## config.mk

```make
export PLATFORM = sky130hd
export DESIGN_NAME = sm_watchdog
export DESIGN_NICKNAME = d
export VERILOG_FILES = /design/src/rtl/smwd_pkg.sv /design/src/rtl/smwd_regs.sv /design/src/rtl/smwd_timebase.sv /design/src/rtl/smwd_counter.sv /design/src/rtl/smwd_pulse.sv /design/src/rtl/sm_watchdog.sv
export SDC_FILE = /design/constraint.sdc
export NUM_CORES = 1
export LEC_CHECK = 0
export ABC_AREA = 1
export BUFFER_PORTS_ARGS = -buffer_cell sky130_fd_sc_hd__buf_2
export CAP_MARGIN = 0
export CELL_PAD_IN_SITES_DETAIL_PLACEMENT = 0
export CELL_PAD_IN_SITES_GLOBAL_PLACEMENT = 1
export CORE_MARGIN = 5
export CORE_UTILIZATION = 40
export DETAILED_ROUTE_END_ITERATION = 8
export GPL_ROUTABILITY_DRIVEN = 1
export HOLD_SLACK_MARGIN = 0.02
export PLACE_DENSITY_LB_ADDON = 0.1
export SLEW_MARGIN = 20
export SYNTH_ARGS = -nofsm -noshare
export SYNTH_HDL_FRONTEND = slang
export SYNTH_SLANG_ARGS = --single-unit
```

## constraint.sdc

```tcl
create_clock -name clk -period 2.45 [get_ports clk]
set_input_delay 0.49 -clock clk [delete_from_list [all_inputs] [get_ports clk]]
set_output_delay 0.49 -clock clk [all_outputs]
set_load 0.01 [all_outputs]
```

## src/rtl/smwd_pkg.sv

```systemverilog
package smwd_pkg;

    localparam logic [7:0] ADDR_CTRL = 8'h71;
    localparam logic [7:0] ADDR_CFG  = 8'h72;
    localparam logic [7:0] ADDR_TLO  = 8'h73;
    localparam logic [7:0] ADDR_THI  = 8'h74;

    localparam int SECS_PER_MIN = 60;

    typedef struct packed {
        logic       sec_base;
        logic       kbd_en;
        logic       spare;
        logic       pwr_en;
        logic [3:0] irq_route;
    } cfg_t;

    function automatic logic [7:0] status_byte(input logic flag);
        return {7'b0, flag};
    endfunction

endpackage

```

## src/rtl/smwd_regs.sv

```systemverilog
module smwd_regs
    import smwd_pkg::*;
#(
    parameter int CNT_W = 16
) (
    input  logic             clk,
    input  logic             rst,
    input  logic             wr_en,
    input  logic [7:0]       addr,
    input  logic [7:0]       wdata,
    input  logic [CNT_W-1:0] cnt,
    input  logic             expire_stb,
    output logic [7:0]       rdata,
    output logic             load_stb,
    output logic [CNT_W-1:0] load_val,
    output logic             sec_base,
    output logic             kbd_en,
    output logic             pwr_en,
    output logic             status
);

    cfg_t        cfg_q;
    logic [15:0] cnt_ext;

    assign cnt_ext  = 16'(cnt);
    assign load_stb = wr_en && (addr == ADDR_TLO);
    assign sec_base = cfg_q.sec_base;
    assign kbd_en   = cfg_q.kbd_en;
    assign pwr_en   = cfg_q.pwr_en;

    always_ff @(posedge clk) begin
        if (rst) begin
            cfg_q <= '0;
        end else if (wr_en && addr == ADDR_CFG) begin
            cfg_q <= cfg_t'(wdata);
        end
    end

    // expiry wins over a simultaneous clear
    always_ff @(posedge clk) begin
        if (rst) begin
            status <= 1'b0;
        end else if (expire_stb) begin
            status <= 1'b1;
        end else if (wr_en && addr == ADDR_CTRL && wdata[0]) begin
            status <= 1'b0;
        end
    end

    generate
        if (CNT_W > 8) begin : g_wide
            logic [CNT_W-9:0] hi_q;
            always_ff @(posedge clk) begin
                if (rst) begin
                    hi_q <= '0;
                end else if (wr_en && addr == ADDR_THI) begin
                    hi_q <= wdata[CNT_W-9:0];
                end
            end
            assign load_val = {hi_q, wdata};
        end else begin : g_narrow
            assign load_val = CNT_W'(wdata);
        end
    endgenerate

    always_comb begin
        case (addr)
            ADDR_CTRL: rdata = status_byte(status);
            ADDR_CFG:  rdata = cfg_q;
            ADDR_TLO:  rdata = cnt_ext[7:0];
            ADDR_THI:  rdata = cnt_ext[15:8];
            default:   rdata = 8'h00;
        endcase
    end

endmodule

```

## src/rtl/smwd_timebase.sv

```systemverilog
module smwd_timebase
    import smwd_pkg::*;
#(
    parameter int CLKS_PER_SEC = 32768
) (
    input  logic clk,
    input  logic rst,
    input  logic restart,
    input  logic sec_base,
    output logic unit_tick
);

    localparam int PW = (CLKS_PER_SEC > 1) ? $clog2(CLKS_PER_SEC) : 1;
    localparam int MW = $clog2(SECS_PER_MIN);

    logic [PW-1:0] presc_q;
    logic [MW-1:0] min_q;
    logic          sec_tick;
    logic          min_wrap;

    assign sec_tick  = (presc_q == PW'(CLKS_PER_SEC - 1));
    assign min_wrap  = (min_q == MW'(SECS_PER_MIN - 1));
    assign unit_tick = sec_tick && (sec_base || min_wrap);

    always_ff @(posedge clk) begin
        if (rst || restart) begin
            presc_q <= '0;
            min_q   <= '0;
        end else begin
            presc_q <= sec_tick ? '0 : presc_q + 1'b1;
            if (sec_tick) begin
                min_q <= min_wrap ? '0 : min_q + 1'b1;
            end
        end
    end

endmodule

```

## src/rtl/smwd_counter.sv

```systemverilog
module smwd_counter #(
    parameter int CNT_W = 16
) (
    input  logic             clk,
    input  logic             rst,
    input  logic             load_stb,
    input  logic [CNT_W-1:0] load_val,
    input  logic             unit_tick,
    output logic [CNT_W-1:0] cnt,
    output logic             running,
    output logic             expire_stb
);

    assign expire_stb = running && unit_tick && !load_stb && (cnt == CNT_W'(1));

    always_ff @(posedge clk) begin
        if (rst) begin
            cnt     <= '0;
            running <= 1'b0;
        end else if (load_stb) begin
            cnt     <= load_val;
            running <= (load_val != '0);
        end else if (running && unit_tick) begin
            cnt <= cnt - 1'b1;
            if (cnt == CNT_W'(1)) begin
                running <= 1'b0;
            end
        end
    end

endmodule

```

## src/rtl/smwd_pulse.sv

```systemverilog
module smwd_pulse #(
    parameter int PULSE_LEN = 16
) (
    input  logic clk,
    input  logic rst,
    input  logic fire,
    input  logic kbd_en,
    input  logic pwr_en,
    output logic kbd_o,
    output logic pwr_o
);

    localparam int LW = $clog2(PULSE_LEN + 1);

    logic [LW-1:0] len_q;
    logic          kbd_q;
    logic          pwr_q;
    logic          active;

    assign active = (len_q != '0);
    assign kbd_o  = active && kbd_q;
    assign pwr_o  = active && pwr_q;

    always_ff @(posedge clk) begin
        if (rst) begin
            len_q <= '0;
            kbd_q <= 1'b0;
            pwr_q <= 1'b0;
        end else if (fire) begin
            len_q <= LW'(PULSE_LEN);
            kbd_q <= kbd_en;
            pwr_q <= pwr_en;
        end else if (active) begin
            len_q <= len_q - 1'b1;
        end
    end

endmodule

```

## src/rtl/sm_watchdog.sv

```systemverilog
module sm_watchdog
    import smwd_pkg::*;
#(
    parameter int CLKS_PER_SEC = 32768,
    parameter int PULSE_LEN    = 16,
    parameter bit WIDE_COUNT   = 1'b1
) (
    input  logic       clk,
    input  logic       rst,
    input  logic       reg_wr_en,
    input  logic [7:0] reg_addr,
    input  logic [7:0] reg_wr_data,
    output logic [7:0] reg_rd_data,
    output logic       kbd_reset_o,
    output logic       pwrgood_reset_o
);

    localparam int CNT_W = WIDE_COUNT ? 16 : 8;

    logic             load_stb;
    logic [CNT_W-1:0] load_val;
    logic             sec_base;
    logic             kbd_en;
    logic             pwr_en;
    logic             status;
    logic             unit_tick;
    logic [CNT_W-1:0] cnt;
    logic             running;
    logic             expire_stb;

    smwd_regs #(.CNT_W(CNT_W)) u_regs (
        .clk        (clk),
        .rst        (rst),
        .wr_en      (reg_wr_en),
        .addr       (reg_addr),
        .wdata      (reg_wr_data),
        .cnt        (cnt),
        .expire_stb (expire_stb),
        .rdata      (reg_rd_data),
        .load_stb   (load_stb),
        .load_val   (load_val),
        .sec_base   (sec_base),
        .kbd_en     (kbd_en),
        .pwr_en     (pwr_en),
        .status     (status)
    );

    smwd_timebase #(.CLKS_PER_SEC(CLKS_PER_SEC)) u_tb (
        .clk       (clk),
        .rst       (rst),
        .restart   (load_stb),
        .sec_base  (sec_base),
        .unit_tick (unit_tick)
    );

    smwd_counter #(.CNT_W(CNT_W)) u_cnt (
        .clk        (clk),
        .rst        (rst),
        .load_stb   (load_stb),
        .load_val   (load_val),
        .unit_tick  (unit_tick),
        .cnt        (cnt),
        .running    (running),
        .expire_stb (expire_stb)
    );

    smwd_pulse #(.PULSE_LEN(PULSE_LEN)) u_pulse (
        .clk    (clk),
        .rst    (rst),
        .fire   (expire_stb),
        .kbd_en (kbd_en),
        .pwr_en (pwr_en),
        .kbd_o  (kbd_reset_o),
        .pwr_o  (pwrgood_reset_o)
    );

endmodule

```

* Word-level counts from Yosys, hierarchy flattened
Index checks and enable logic that the tools add are counted.
** Word-level totals
- Flip-flop bits (word level) :: 62
** Cells by class
- Add/sub/neg operators :: 4
- Equal/unequal tests :: 7
- Muxes and demuxes :: 11
- Reduce and logical (&&, ||, !) cells :: 23
** Operator list (count)
- $eq 8x7->1 const B :: 4
- $mux 16 :: 2
- $pmux 8 s4 :: 1
- $eq 16x1->1 const B :: 1
- $reduce_bool 16->1 :: 1
- $sub 16x1->16 const B :: 1
- $add 15x1->15 const B :: 1
- $eq 15x15->1 const B :: 1
- $logic_and 1x1->1 :: 11
- $mux 5 :: 2
- $reduce_bool 2->1 :: 4
- $add 6x1->6 const B :: 1
- $eq 6x6->1 const B :: 1
- $mux 6 :: 1
- $mux 1 :: 5
- $reduce_bool 5->1 :: 1
- $sub 5x1->5 const B :: 1
- $reduce_or 2->1 :: 2
- $logic_or 1x1->1 :: 2
- $reduce_and 2->1 :: 1
- $logic_not 1->1 :: 1

* Longest topological paths before layout
Gate-level depths: netlist (run 1).
- Depth after elaboration :: 7
- Depth in mapped cells :: 11
- Mapped depth without buffers :: 11

* Hierarchy
A second synthesis (run 1) with hierarchy kept.
** Unflattened totals
- Cells, all modules :: 583
- Area, all modules :: 3836.2 sq um
** By module, submodules not included
- smwd_counter :: times used 1, cells each 203, area each 1256.2 sq um, seq. area each 340.3 sq um
- smwd_timebase :: times used 1, cells each 160, area each 1154.9 sq um, seq. area each 420.4 sq um
- smwd_regs :: times used 1, cells each 174, area each 1097.3 sq um, seq. area each 340.3 sq um
- smwd_pulse :: times used 1, cells each 46, area each 327.8 sq um, seq. area each 140.1 sq um

* Worst setup path after synthesis (run 1)
OpenSTA, ideal clock, no wires.
- Path kind :: in2out
- Start :: in reg_addr[7]
- End :: out reg_rd_data[2]
- Data arrival time :: 1280 ps
- Required time :: 1960 ps
- Setup slack :: 680 ps
- Cell stages on the path :: 7
- Buffers on the path :: 0
- Path through :: inv_1 -> nand2_1 -> nor2_2 -> nand4_1 -> inv_1 -> nand2_1 -> o211ai_1
** Between the ends
- Cells in the longest elaborated chain, start to end :: 2
- Elaborated cells on any way between the ends :: 5
- Those cells by class :: eq/ne: 4; mux: 1
** Ends and longest elaborated chain
- start, declared :: line sm_watchdog.sv:11 : input logic [7:0] reg_addr,
- $eq 8x7->1 :: line smwd_regs.sv:67 : case (addr)
- $pmux 8 s4 (*) :: line smwd_regs.sv:67
- end, declared :: line sm_watchdog.sv:13 : output logic [7:0] reg_rd_data,
Every way passes the cells marked *; elsewhere a longest branch is shown, timed or not.

* Worst setup path after layout (run 1)
- Start :: in reg_addr[7]
- End :: out reg_rd_data[5]
Same word-level chain as after synthesis.

==> run summary, run 1 <==
========================================================================================
Status .................................................................... complete, no violations
Relative max-transition margin ............................................        67.0%
Leakage component of the power ............................................      1.75 nW
Ant diodes ................................................................            0
Max Buffers Root-to-Sink ..................................................            2
Clock-pin transition on the worst setup and hold timing paths .............        80 ps
Worst Reg2Reg Path Length in Cells ........................................            9
Die extent in x ...........................................................       103 µm
Total number of vias ......................................................        3,307
H-tree lvl count ..........................................................            3
Post-detailed-placement half-perimeter wirelength .........................      7.01 mm
Cts bufs inserted .........................................................            9
Maximum net fanout on the critical path ...................................            8
Min Clock Period, post-route ..............................................      2210 ps
Maximum resistive drop on vdd .............................................       442 µV
Die height ................................................................       103 µm
Fill cell total of the finished layout ....................................          890
Kind of start point of the critical path ..................................   input port
Num Clock Sinks ...........................................................           62
Maximum clock skew at final layout ........................................      10.5 ps
Number of unique standard cell types used by synthesis ....................           41
Routability-driven placement congestion ratio .............................        0.813
Synth warn ................................................................            0
Number of synthesized flops with an enable pin ............................            0
Flip-flop and latch count after synthesis .................................           62
Syn_area_per_cell .........................................................     6.70 µm²
Worst setup slack for register-to-register paths ..........................       600 ps
Kind of critical path .....................................................       in2out
Max cap viols .............................................................            0
Core Rows .................................................................           34
Period utilisation layout .................................................        90.1%
Final cell utilization of the core ........................................        45.7%
Worst hold path stage count ...............................................            3
Initial DRC count .........................................................          222
Global-route total usage across every layer ...............................        17.9%
Share of layout cells above drive strength 1 ..............................        14.7%
Number of vias per cell after detailed routing ............................         4.98
Async set-or-reset flop fraction in the synthesized netlist ...............           0%
Sequential cell area in the final layout ..................................     1240 µm²
Summed instance area of the synthesized netlist ...........................     3480 µm²
Hold endpoint ............................................................. u_regs.cfg_q[1]$_SDFFE_PP0P_
Count of cells resized by post-cts repair .................................            0
Root cell of the clock tree ............................................... sky130_fd_sc_hd__clkbuf_8
Multi-input logic area ....................................................     1910 µm²
Synthesized instance count ................................................          520
IO Port Bufs ..............................................................           28
Reg-to-reg critical path endpoint ......................................... u_cnt.cnt[7]$_SDFFE_PP0P_
Final count of hold timing violations .....................................            0
Wire length of the first global-routing pass ..............................      14.7 mm
Data required time at the worst endpoint ..................................      1960 ps
Die footprint .............................................................   10,700 µm²
Commonest register cell after synthesis ................................... sky130_fd_sc_hd__dfxtp_1
Routed wire length ........................................................      9.14 mm
Setup repair after global routing missed its margin .......................        false
Area of the core ..........................................................     8590 µm²
Final routed wire length divided by cell count ............................      13.8 µm
Number of search-and-repair iterations in the first detailed-routing pass .            5
Post-CTS setup buffer count ...............................................            0
PwrDens ...................................................................   580 nW/µm²
Number of nets in the synthesized netlist .................................          544
Sequential area share after synthesis .....................................        35.6%
Count of nets left with antenna violations after detail routing ...........            0
Global route total overflow ...............................................            0
Final-report setup violation count ........................................            0
Hold Path Origin .......................................................... reg_wr_data[1]
Sum of negative setup slack ...............................................         0 ps
Transition time of the tightest slew-check pin ............................       493 ps
Layout overhead on the synthesized area ...................................        12.8%
Hold-fix buffers at CTS ...................................................            0
Nets@finish ...............................................................          575
Antenna violations before repair ..........................................            0
Count of pins over their slew limit .......................................            0
Launching point of the worst reg2reg path ................................. u_tb.presc_q[0]$_SDFF_PP0_
Achievable frequency ......................................................      453 MHz
# DRC .....................................................................            0
Data arrival time of the worst path .......................................      1720 ps
Vias in the first global route ............................................        2,944
CTS tree ..................................................................          yes
Power after layout ........................................................    0.00228 W
Largest net degree at the start of global routing .........................           28
Smallest hold slack .......................................................       431 ps
Worst min-delay path class ................................................       in2reg
Clock insertion delay at the later pin of the skew report .................       330 ps
Number of ports placed on the die boundary ................................           29
Effective utilization at floorplan ........................................        40.6%
Critical Path Sink Type ................................................... primary output
========================================================================================
## metal layers
| layer | up-vias | global-route usage [%] | share of wire (%) |
|---|---|---|---|
| li1 | 1738 | - | - |
| met1 | 1494 | 24.8 | 48 |
| met2 | 61 | 27.6 | 47 |
| met3 | 14 | 3.69 | 4.0 |
| met4 | 0 | 6.57 | 1.6 |
| met5 | - | 0 | 0 |
## synthesized netlist by cell type (2+ instances only)
cell / count / area share (%)
sky130_fd_sc_hd__nand4_1: 14 / 2.5
sky130_fd_sc_hd__inv_2: 7 / 0.75
sky130_fd_sc_hd__nand2_1: 129 / 14
sky130_fd_sc_hd__nor2_2: 11 / 2.0
sky130_fd_sc_hd__o221ai_1: 6 / 1.5
sky130_fd_sc_hd__o21ai_1: 5 / 0.72
sky130_fd_sc_hd__xor2_1: 9 / 2.3
sky130_fd_sc_hd__buf_2: 2 / 0.29
sky130_fd_sc_hd__nor2_4: 4 / 1.3
sky130_fd_sc_hd__nor4_1: 2 / 0.36
sky130_fd_sc_hd__dfxtp_1: 62 / 36
sky130_fd_sc_hd__buf_6: 3 / 0.97
sky130_fd_sc_hd__nand3_2: 4 / 1.1
sky130_fd_sc_hd__nor2_1: 64 / 6.9
sky130_fd_sc_hd__clkbuf_1: 5 / 0.54
sky130_fd_sc_hd__ha_1: 5 / 1.8
sky130_fd_sc_hd__nand3_1: 41 / 5.9
sky130_fd_sc_hd__nand2_2: 5 / 0.90
sky130_fd_sc_hd__nor3b_1: 2 / 0.43
sky130_fd_sc_hd__a21oi_1: 37 / 5.3
sky130_fd_sc_hd__inv_1: 62 / 6.7
sky130_fd_sc_hd__o21ai_0: 16 / 2.3
sky130_fd_sc_hd__xnor2_1: 5 / 1.3
sky130_fd_sc_hd__nor3_1: 3 / 0.43
## placed cells by master, fill, tap and decap left out, types with 2 or more instances in the layout
cell / instances
sky130_fd_sc_hd__o21ai_0: 16
sky130_fd_sc_hd__buf_2: 28
sky130_fd_sc_hd__nor3b_1: 2
sky130_fd_sc_hd__xor2_1: 9
sky130_fd_sc_hd__nor2_2: 11
sky130_fd_sc_hd__nand4_1: 14
sky130_fd_sc_hd__ha_1: 5
sky130_fd_sc_hd__clkinv_2: 2
sky130_fd_sc_hd__bufinv_16: 2
sky130_fd_sc_hd__nand2_2: 5
sky130_fd_sc_hd__xnor2_1: 5
sky130_fd_sc_hd__nor2_4: 4
sky130_fd_sc_hd__nor3_1: 3
sky130_fd_sc_hd__inv_1: 62
sky130_fd_sc_hd__buf_4: 4
sky130_fd_sc_hd__nand2_1: 129
sky130_fd_sc_hd__a21oi_1: 37
sky130_fd_sc_hd__clkbuf_1: 2
sky130_fd_sc_hd__inv_2: 7
sky130_fd_sc_hd__nor2_1: 64
sky130_fd_sc_hd__nand3_2: 4
sky130_fd_sc_hd__clkbuf_8: 10
sky130_fd_sc_hd__nor4_1: 2
sky130_fd_sc_hd__dfxtp_1: 62
sky130_fd_sc_hd__o221ai_1: 6
sky130_fd_sc_hd__o21ai_1: 5
sky130_fd_sc_hd__nand3_1: 41
## logic make-up (layout without fill, tap and decap cells)
| group | after synthesis | after routing | share of synthesized area [%] |
|---|---|---|---|
| AOI/OAI and AO/OA | 71 | 71 | 11.4 |
| xor gates and xnor gates | 14 | 14 | 3.52 |
| adders and majority gates | 5 | 5 | 1.80 |
| buffers and inverters | 81 | 117 | 9.55 |
| DFF | 62 | 62 | 35.6 |
| muxes | 1 | 1 | 0.287 |
| and+or+nand+nor | 286 | 286 | 37.8 |
## report_power, final
group | internal (W) | switching, W
sequential | 0.00104 | 0.0000115
combinational | 0.0000909 | 0.000145
clock | 0.000599 | 0.000397
## worst max-delay path: stages
cell                       delay (ps)
sky130_fd_sc_hd__buf_2             90
sky130_fd_sc_hd__inv_1             40
sky130_fd_sc_hd__nand2_1           50
sky130_fd_sc_hd__nor2_2           230
sky130_fd_sc_hd__nand4_1          190
sky130_fd_sc_hd__inv_1            270
sky130_fd_sc_hd__nand2_1          100
sky130_fd_sc_hd__o221ai_1          90
sky130_fd_sc_hd__buf_2            170
## registers in the layout, indices dropped and copies added, names as in the netlist
register            cells
u_regs.cfg_q            5
u_regs.status           1
u_tb.presc_q           15
u_regs.sec_base         1
u_pulse.pwr_q           1
u_pulse.len_q           5
u_regs.pwr_en           1
u_regs.g_wide.hi_q      8
u_cnt.cnt              16
u_pulse.kbd_q           1
u_tb.min_q              6
u_regs.kbd_en           1
u_cnt.running           1
## stage by stage
stage	cell area [µm²]	instances	setup slack [ps]
CTS	3930	664	255
global route	3930	664	95.2
global placement	3720	648	316
finish	3930	664	243
floorplan	3480	520	680
detailed placement	3720	648	253
## worst max-delay path by stage
stage               slack (ps)         from        endpoint  cells after the start
floorplan                  680  reg_addr[7]  reg_rd_data[2]                      7
global placement           320  reg_addr[7]  reg_rd_data[2]                      9
detailed placement         250  reg_addr[7]  reg_rd_data[6]                      9
CTS                        260  reg_addr[7]  reg_rd_data[5]                      9
global route               100  reg_addr[7]  reg_rd_data[7]                      9
finish                     240  reg_addr[7]  reg_rd_data[5]                      9
## area by class of cell
type                       count  area share (%)
multi-input combinational    377            48.6
sequential                    62            31.6
inverter                      69            6.59
timing repair buffer          32            4.33
clock buffer                  12            3.69
tap                          108            3.44
clock inverter                 4            1.78
(Power assumes the default switching activity.)
==> inputs of run 2 (changes only) <==
Settings changed: CTS_BUF_LIST from default to sky130_fd_sc_hd__clkbuf_8 sky130_fd_sc_hd__clkbuf_16.
==> run summary, run 2 (synthesis results as in run 1) <==
========================================================================================
Leakage component of the power ............................................      1.76 nW   +0.47%
CTS tree ..................................................................          yes
Minimum setup slack in the final design ...................................       244 ps   +0.615 ps
Total number of vias ......................................................        3,311   +0.12%
Core Rows .................................................................           34   unchanged
Maximum net fanout on the critical path ...................................            8   unchanged
Antenna violations before repair ..........................................            0   unchanged
Leading cell type in the layout, fill and taps excluded ................... sky130_fd_sc_hd__nand2_1
Worst min-delay path class ................................................       in2reg
Count of cells resized by post-cts repair .................................            0   unchanged
Leading registers by flop count ........................................... u_cnt.cnt: 16 flops, u_tb.presc_q: 15 flops, u_regs.g_wide.hi_q: 8 flops
Root cell of the clock tree ............................................... sky130_fd_sc_hd__clkbuf_8
Area of the core ..........................................................     8590 µm²   unchanged
PwrDens ...................................................................   578 nW/µm²   -0.35%
IO Port Bufs ..............................................................           28   unchanged
Cts bufs inserted .........................................................            9   unchanged
Post-detailed-placement half-perimeter wirelength .........................      7.01 mm   unchanged
Largest net degree at the start of global routing .........................           28   unchanged
Delay of the slowest cell on the worst path ...............................       270 ps   about the same
Smallest hold slack .......................................................       429 ps   -2.34 ps
Post-placement cell area ..................................................     3720 µm²   unchanged
Clock insertion delay at the later pin of the skew report .................       330 ps   about the same
Die footprint .............................................................   10,700 µm²   unchanged
Routed wire length ........................................................      9.11 mm   -0.37%
Global route total overflow ...............................................            0   unchanged
Wire length of the first global-routing pass ..............................      14.7 mm   unchanged
Min Clock Period, post-route ..............................................      2210 ps   -0.615 ps
Data arrival time of the worst path .......................................      1720 ps   about the same
Count of pins over their slew limit .......................................            0   unchanged
H-tree lvl count ..........................................................            3   unchanged
Top library cells by usage in the layout, fill and taps aside ............. sky130_fd_sc_hd__nand2_1, sky130_fd_sc_hd__inv_1, sky130_fd_sc_hd__nor2_1, sky130_fd_sc_hd__dfxtp_1, sky130_fd_sc_hd__nand3_1
Ant diodes ................................................................            0   unchanged
Post-layout instance area .................................................     3930 µm²   unchanged
Setup repair after global routing missed its margin .......................        false
Maximum resistive drop on vdd .............................................       442 µV   unchanged
Number of vias per cell after detailed routing ............................         4.99   +0.12%
Kind of start point of the critical path ..................................   input port
Worst setup slack for register-to-register paths ..........................       600 ps   about the same
Initial DRC count .........................................................          223   +0.45%
Status .................................................................... complete, no violations
Final routed wire length divided by cell count ............................      13.7 µm   -0.37%
Kind of critical path .....................................................       in2out
Max Buffers Root-to-Sink ..................................................            2   unchanged
Routability-driven placement congestion ratio .............................        0.813   unchanged
Layout overhead on the synthesized area ...................................        12.8%   unchanged
Maximum clock skew at final layout ........................................      10.7 ps   +0.228 ps
# DRC .....................................................................            0   unchanged
Achievable frequency ......................................................      453 MHz   about the same
Nets@finish ...............................................................          575   unchanged
Final count of hold timing violations .....................................            0   unchanged
Vias in the first global route ............................................        2,944   unchanged
Sum of negative setup slack ...............................................         0 ps   unchanged
Max reg flops .............................................................           16   unchanged
Worst-path cell with the longest stage delay .............................. sky130_fd_sc_hd__inv_1
Number of search-and-repair iterations in the first detailed-routing pass .            5   unchanged
Worst hold path stage count ...............................................            3   unchanged
Global-route total usage across every layer ...............................        17.9%   unchanged
Hold-fix buffers at CTS ...................................................            0   unchanged
Relative max-transition margin ............................................        66.7%   -0.38 points
Data required time at the worst endpoint ..................................      1960 ps   about the same
Final-report setup violation count ........................................            0   unchanged
Worst Reg2Reg Path Length in Cells ........................................            9   unchanged
Cells along the critical path ............................................. buf_2 > inv_1 > nand2_1 > nor2_2 > nand4_1 > inv_1 > nand2_1 > o221ai_1 > buf_2
Clock-pin transition on the worst setup and hold timing paths .............        80 ps   about the same
Max cap viols .............................................................            0   unchanged
Post-CTS setup buffer count ...............................................            0   unchanged
Period utilisation layout .................................................        90.0%   about the same
Transition time of the tightest slew-check pin ............................       499 ps   +5.71 ps
Number of ports placed on the die boundary ................................           29   unchanged
Share of layout cells above drive strength 1 ..............................        14.7%   unchanged
Count of nets left with antenna violations after detail routing ...........            0   unchanged
Setup WS pre-CTS ..........................................................       253 ps   unchanged
Effective utilization at floorplan ........................................        40.6%   unchanged
Die height ................................................................       103 µm   unchanged
Num Clock Sinks ...........................................................           62   unchanged
Critical Path Sink Type ................................................... primary output
Die extent in x ...........................................................       103 µm   unchanged
Largest Register ..........................................................    u_cnt.cnt
========================================================================================
## run 2: cell types whose count changed in the layout (fill, tap and decap cells not counted), sizes merged
cell	previous run	this run
clkbuf	12	10
inv	69	71
## run 2: layout make-up
type	count	area [µm²]
Timing Repair Buffer	32	170
Clock inverter	6	77.6
Fill cell	890	4660
Sequential cell	62	1240
Clock buffer	10	138
Inverter	69	259
Multi-Input combinational cell	377	1910
Tap cell	108	135
## run 2: final timing paths
| kind | start | endpoint |
|---|---|---|
| max reg2reg | u_tb.presc_q[0]$_SDFF_PP0_ | u_cnt.cnt[7]$_SDFFE_PP0P_ |
| max | reg_addr[7] | reg_rd_data[5] |
| min | reg_wr_data[1] | u_regs.cfg_q[1]$_SDFFE_PP0P_ |
| min reg2reg | u_tb.presc_q[0]$_SDFF_PP0_ | u_tb.presc_q[0]$_SDFF_PP0_ |
## run 2: routing by layer
metal / share of wire (%) / GRT usage, % / vias to the layer above
li1: - / - / 1738
met1: 48 / 24.8 / 1509
met2: 46 / 27.6 / 52
met3: 3.4 / 3.69 / 12
met4: 1.6 / 6.57 / 0
met5: 0 / 0 / -
## run 2: stage by stage
| stage | std cells | utilization (%) | total power [W] |
|---|---|---|---|
| detailed placement | 648 | 43.2 | 0.00131 |
| CTS | 664 | 45.7 | 0.00230 |
| global placement | 648 | 43.2 | 0.00130 |
| finish | 664 | 45.7 | 0.00227 |
| global route | 664 | 45.7 | 0.00238 |
| floorplan | 520 | - | 0.00125 |
## run 2: report_power, final
group / leakage (nW) / switching [W] / internal (W)
combinational: 1.14 / 0.000145 / 0.0000909
clock: 0.119 / 0.000398 / 0.000590
sequential: 0.501 / 0.0000115 / 0.00104
total: 1.76 / 0.000555 / 0.00172
## run 2: worst max-delay path, delay by kind of cell
family                 cells  cell delay [ps]
AO/OA/AOI/OAI              1               90
AND/OR/NAND/NOR            4              570
buffers and inverters      4              570
==> inputs of run 3 (changes only) <==
Settings changed: BUFFER_PORTS_ARGS -buffer_cell sky130_fd_sc_hd__buf_2 to default, DONT_BUFFER_PORTS from default to 1, SYNTH_HIERARCHICAL from default to 1.
==> run summary, run 3 <==
========================================================================================
Layout overhead on the synthesized area ...................................        7.44%
Met3 wirelength from detailed routing .....................................       472 µm   +52%
Sequential area share after synthesis .....................................        32.4%   -3.3 points
Number of ports placed on the die boundary ................................           29   unchanged
PwrDens ...................................................................   541 nW/µm²   -6.4%
Routability-driven placement congestion ratio .............................        0.841   +3.5%
Number of vias per cell after detailed routing ............................         4.87   -2.4%
Kind of start point of the critical path ..................................         flop
Share of power burned in registers ........................................        48.0%   +1.9 points
Count of pins over their slew limit .......................................            0   unchanged
Final routed wire length divided by cell count ............................      13.2 µm   -3.6%
Kind of critical path .....................................................      reg2reg
Clock insertion delay at the later pin of the skew report .................       330 ps   about the same
Global route total overflow ...............................................            0   unchanged
Die height ................................................................       108 µm   +4.4%
Final standard cell count with taps included and fillers excluded .........          716   +7.8%
Initial DRC count .........................................................          194   -13%
Num Clock Sinks ...........................................................           62   unchanged
Placed cells ..............................................................          700   +8.0%
Minimum setup slack in the final design ...................................       276 ps   +32.6 ps
Max reg flops .............................................................           16   unchanged
Largest Register ..........................................................    u_cnt/cnt
Total number of vias ......................................................        3,484   +5.2%
Final-report setup violation count ........................................            0   unchanged
Area of the core ..........................................................     9280 µm²   +8.0%
Syn_area_per_cell .........................................................     6.58 µm²   -1.8%
Switching power ...........................................................   0.000576 W   +3.8%
Worst min-delay path class ................................................       in2reg
Max Buffers Root-to-Sink ..................................................            2   unchanged
Multi-input logic area ....................................................     2140 µm²   +12%
Total internal power ......................................................    0.00165 W   -3.8%
Commonest register cell after synthesis ................................... sky130_fd_sc_hd__dfxtp_1
Maximum net fanout on the critical path ...................................            5   -3
Data arrival time of the worst path .......................................      2410 ps   +690 ps
Clock-pin transition on the worst setup and hold timing paths .............        70 ps   about the same
Post-detailed-placement half-perimeter wirelength .........................      7.20 mm   +2.7%
Die footprint .............................................................   11,600 µm²   +9.1%
Global-route total usage across every layer ...............................        17.5%   -0.39 points
Number of search-and-repair iterations in the first detailed-routing pass .            5   unchanged
IO Port Bufs ..............................................................            0   -100%
Synth warn ................................................................            6   +6
Cell type with the highest aggregate area in the netlist .................. sky130_fd_sc_hd__dfxtp_1
Ant diodes ................................................................            0   unchanged
Largest net degree at the start of global routing .........................           27   -3.6%
Antenna violations before repair ..........................................            0   unchanged
Most used standard cell by instance count after synthesis ................. sky130_fd_sc_hd__nand2_1
Vias in the first global route ............................................        3,371   +15%
Setup repair after global routing missed its margin .......................        false
Top layer in use ..........................................................         met4
Core Rows .................................................................           35   +2.9%
Min Clock Period, post-route ..............................................      2170 ps   -32.6 ps
Number of nets in the synthesized netlist .................................          607   +12%
Final cell utilization of the core ........................................        44.4%   -1.4 points
Count of nets left with antenna violations after detail routing ...........            0   unchanged
Switching power share of the total ........................................        25.8%   +1.4 points
Met2 routed wirelength ....................................................      4.45 mm   +5.1%
Wire length of the first global-routing pass ..............................      16.3 mm   +11%
Leading cell type in the layout, fill and taps excluded ................... sky130_fd_sc_hd__nand2_1
Achievable frequency ......................................................      460 MHz   +1.5%
Most frequent cells after synthesis ....................................... sky130_fd_sc_hd__nand2_1, sky130_fd_sc_hd__nor2_1, sky130_fd_sc_hd__inv_1, sky130_fd_sc_hd__dfxtp_1, sky130_fd_sc_hd__nand3_1
Final count of hold timing violations .....................................            0   unchanged
Critical Path Sink Type ...................................................         flop
Sequential cell area in the final layout ..................................     1240 µm²   unchanged
Max cap viols .............................................................            0   unchanged
Async set-or-reset flop fraction in the synthesized netlist ...............           0%   unchanged
Share of the synthesized area in the top cell type ........................        32.4%   -3.3 points
CTS tree ..................................................................          yes
Met1 Routed Length ........................................................      4.36 mm   -1.4%
Sum of negative setup slack ...............................................         0 ps   unchanged
Effective utilization at floorplan ........................................        41.3%   +0.77 points
Leakage component of the power ............................................      1.84 nW   +4.2%
# DRC .....................................................................            0   unchanged
Hold-fix buffers at CTS ...................................................            0   unchanged
Count of cells resized by post-cts repair .................................            0   unchanged
Data required time at the worst endpoint ..................................      2680 ps   +720 ps
Status .................................................................... complete, no violations
Cts bufs inserted .........................................................            9   unchanged
Summed instance area of the synthesized netlist ...........................     3840 µm²   +10%
Maximum resistive drop on vdd .............................................       462 µV   +4.5%
Post-CTS setup buffer count ...............................................            0   unchanged
Die extent in x ...........................................................       108 µm   +4.4%
Setup WS pre-CTS ..........................................................       248 ps   -4.60 ps
Transition time of the tightest slew-check pin ............................       423 ps   -76.0 ps
Leading registers by flop count ........................................... u_cnt/cnt: 16 flops, u_tb/presc_q: 15 flops, u_regs/g_wide.hi_q: 8 flops
Top library cells by usage in the layout, fill and taps aside ............. sky130_fd_sc_hd__nand2_1, sky130_fd_sc_hd__nor2_1, sky130_fd_sc_hd__inv_1, sky130_fd_sc_hd__dfxtp_1, sky130_fd_sc_hd__nand3_1
Number of synthesized flops with an enable pin ............................            0   unchanged
Maximum clock skew at final layout ........................................      9.02 ps   -1.67 ps
Root cell of the clock tree ............................................... sky130_fd_sc_hd__clkbuf_8
Period utilisation layout .................................................        88.7%   -1.3 points
Routed wire length ........................................................      9.47 mm   +4.0%
Number of unique standard cell types used by synthesis ....................           35   -15%
Fill cell total of the finished layout ....................................        1,038   +17%
Share of layout cells above drive strength 1 ..............................        14.0%   -0.78 points
Cell types occupying the most area after synthesis ........................ sky130_fd_sc_hd__dfxtp_1, sky130_fd_sc_hd__nand2_1, sky130_fd_sc_hd__nor2_1
Clock share of power ......................................................        41.2%   -2.3 points
Nets@finish ...............................................................          606   +5.4%
H-tree lvl count ..........................................................            3   unchanged
Relative contribution of combinational cells to total power ...............        10.8%   +0.4 points
Synthesized instance count ................................................          583   +12%
Flip-flop and latch count after synthesis .................................           62   unchanged
Relative max-transition margin ............................................        71.8%   +5.1 points
========================================================================================
run 3: cell types whose count changed after synthesis, moves of 7 or more:
cell / delta
sky130_fd_sc_hd__nand2_1: +22
sky130_fd_sc_hd__nor2_1: +19
sky130_fd_sc_hd__a21oi_1: -16
sky130_fd_sc_hd__inv_1: +15
sky130_fd_sc_hd__o21ai_0: -11
sky130_fd_sc_hd__buf_4: +8
sky130_fd_sc_hd__nand2_2: +8
sky130_fd_sc_hd__nand3_1: +7
run 3: through the flow:
stage | instance area (µm²) | hold WS (ps) | total power (W)
after floorplan | 3840 | 429 | 0.00131
after global placement | 3910 | 442 | 0.00132
after detailed placement | 3910 | 449 | 0.00133
after CTS | 4110 | 198 | 0.00226
after global routing | 4120 | 188 | 0.00235
final | 4120 | 211 | 0.00223
run 3: final timing paths:
kind         slack, ps                       endpoint                  startpoint  cells past startpoint
min                210   u_regs/cfg_q[0]$_SDFFE_PP0P_                         rst                      1
max reg2reg        280  u_pulse/len_q[3]$_SDFFE_PP0P_  u_tb/presc_q[0]$_SDFF_PP0_                     14
min reg2reg        460     u_pulse/kbd_q$_SDFFE_PP0P_  u_pulse/kbd_q$_SDFFE_PP0P_                      2
max                280  u_pulse/len_q[3]$_SDFFE_PP0P_  u_tb/presc_q[0]$_SDFF_PP0_                     14
run 3: cell families (layout without fill, tap and decap cells):
family	count (synthesis)	after routing	share of synthesized area (%)
xor gates and xnor gates	17	17	3.88
and+or+nand+nor	347	347	43.0
buffers and inverters	105	109	12.1
adders and majority gates	5	5	1.63
AOI/OAI and AO/OA	47	47	7.04
DFF	62	62	32.4
run 3: critical path, cell delays in order, from the launching register on:
cell and delay (ps):
sky130_fd_sc_hd__dfxtp_1 380, sky130_fd_sc_hd__ha_2 240, sky130_fd_sc_hd__nand3_4 130, sky130_fd_sc_hd__nor2_4 120, sky130_fd_sc_hd__nand3_2 90, sky130_fd_sc_hd__nor2_2 110, sky130_fd_sc_hd__o21a_1 150, sky130_fd_sc_hd__nand2_1 100
sky130_fd_sc_hd__nor3_1 200, sky130_fd_sc_hd__nand2_1 100, sky130_fd_sc_hd__nor2_1 110, sky130_fd_sc_hd__buf_4 150, sky130_fd_sc_hd__nor2_1 70, sky130_fd_sc_hd__nand2_1 90, sky130_fd_sc_hd__a21oi_1 40
run 3: power by group through the flow:
stage | Clock (W) | Sequential (W) | Combinational, W
finish | 0.000918 | 0.00107 | 0.000240
floorplan | 0 | 0.00109 | 0.000220
CTS | 0.000948 | 0.00107 | 0.000240
global placement | 0 | 0.00109 | 0.000234
global route | 0.000996 | 0.00107 | 0.000277
detailed placement | 0 | 0.00109 | 0.000239
run 3: layer usage:
layer,vias to the layer above,global-route usage (%)
met5,-,0
met4,0,5.59
met3,16,4.24
met2,81,30.2
met1,1589,21.6
li1,1798,-
run 3: cell type report:
| cell class | instances | share of cell area (%) |
|---|---|---|
| flip-flops and latches | 62 | 30.1 |
| multi-input cells | 416 | 51.9 |
| well taps | 129 | 3.92 |
| inverters | 85 | 7.74 |
| clock buffers | 11 | 3.67 |
| clock inverters | 5 | 1.21 |
| repair buffers | 8 | 1.46 |
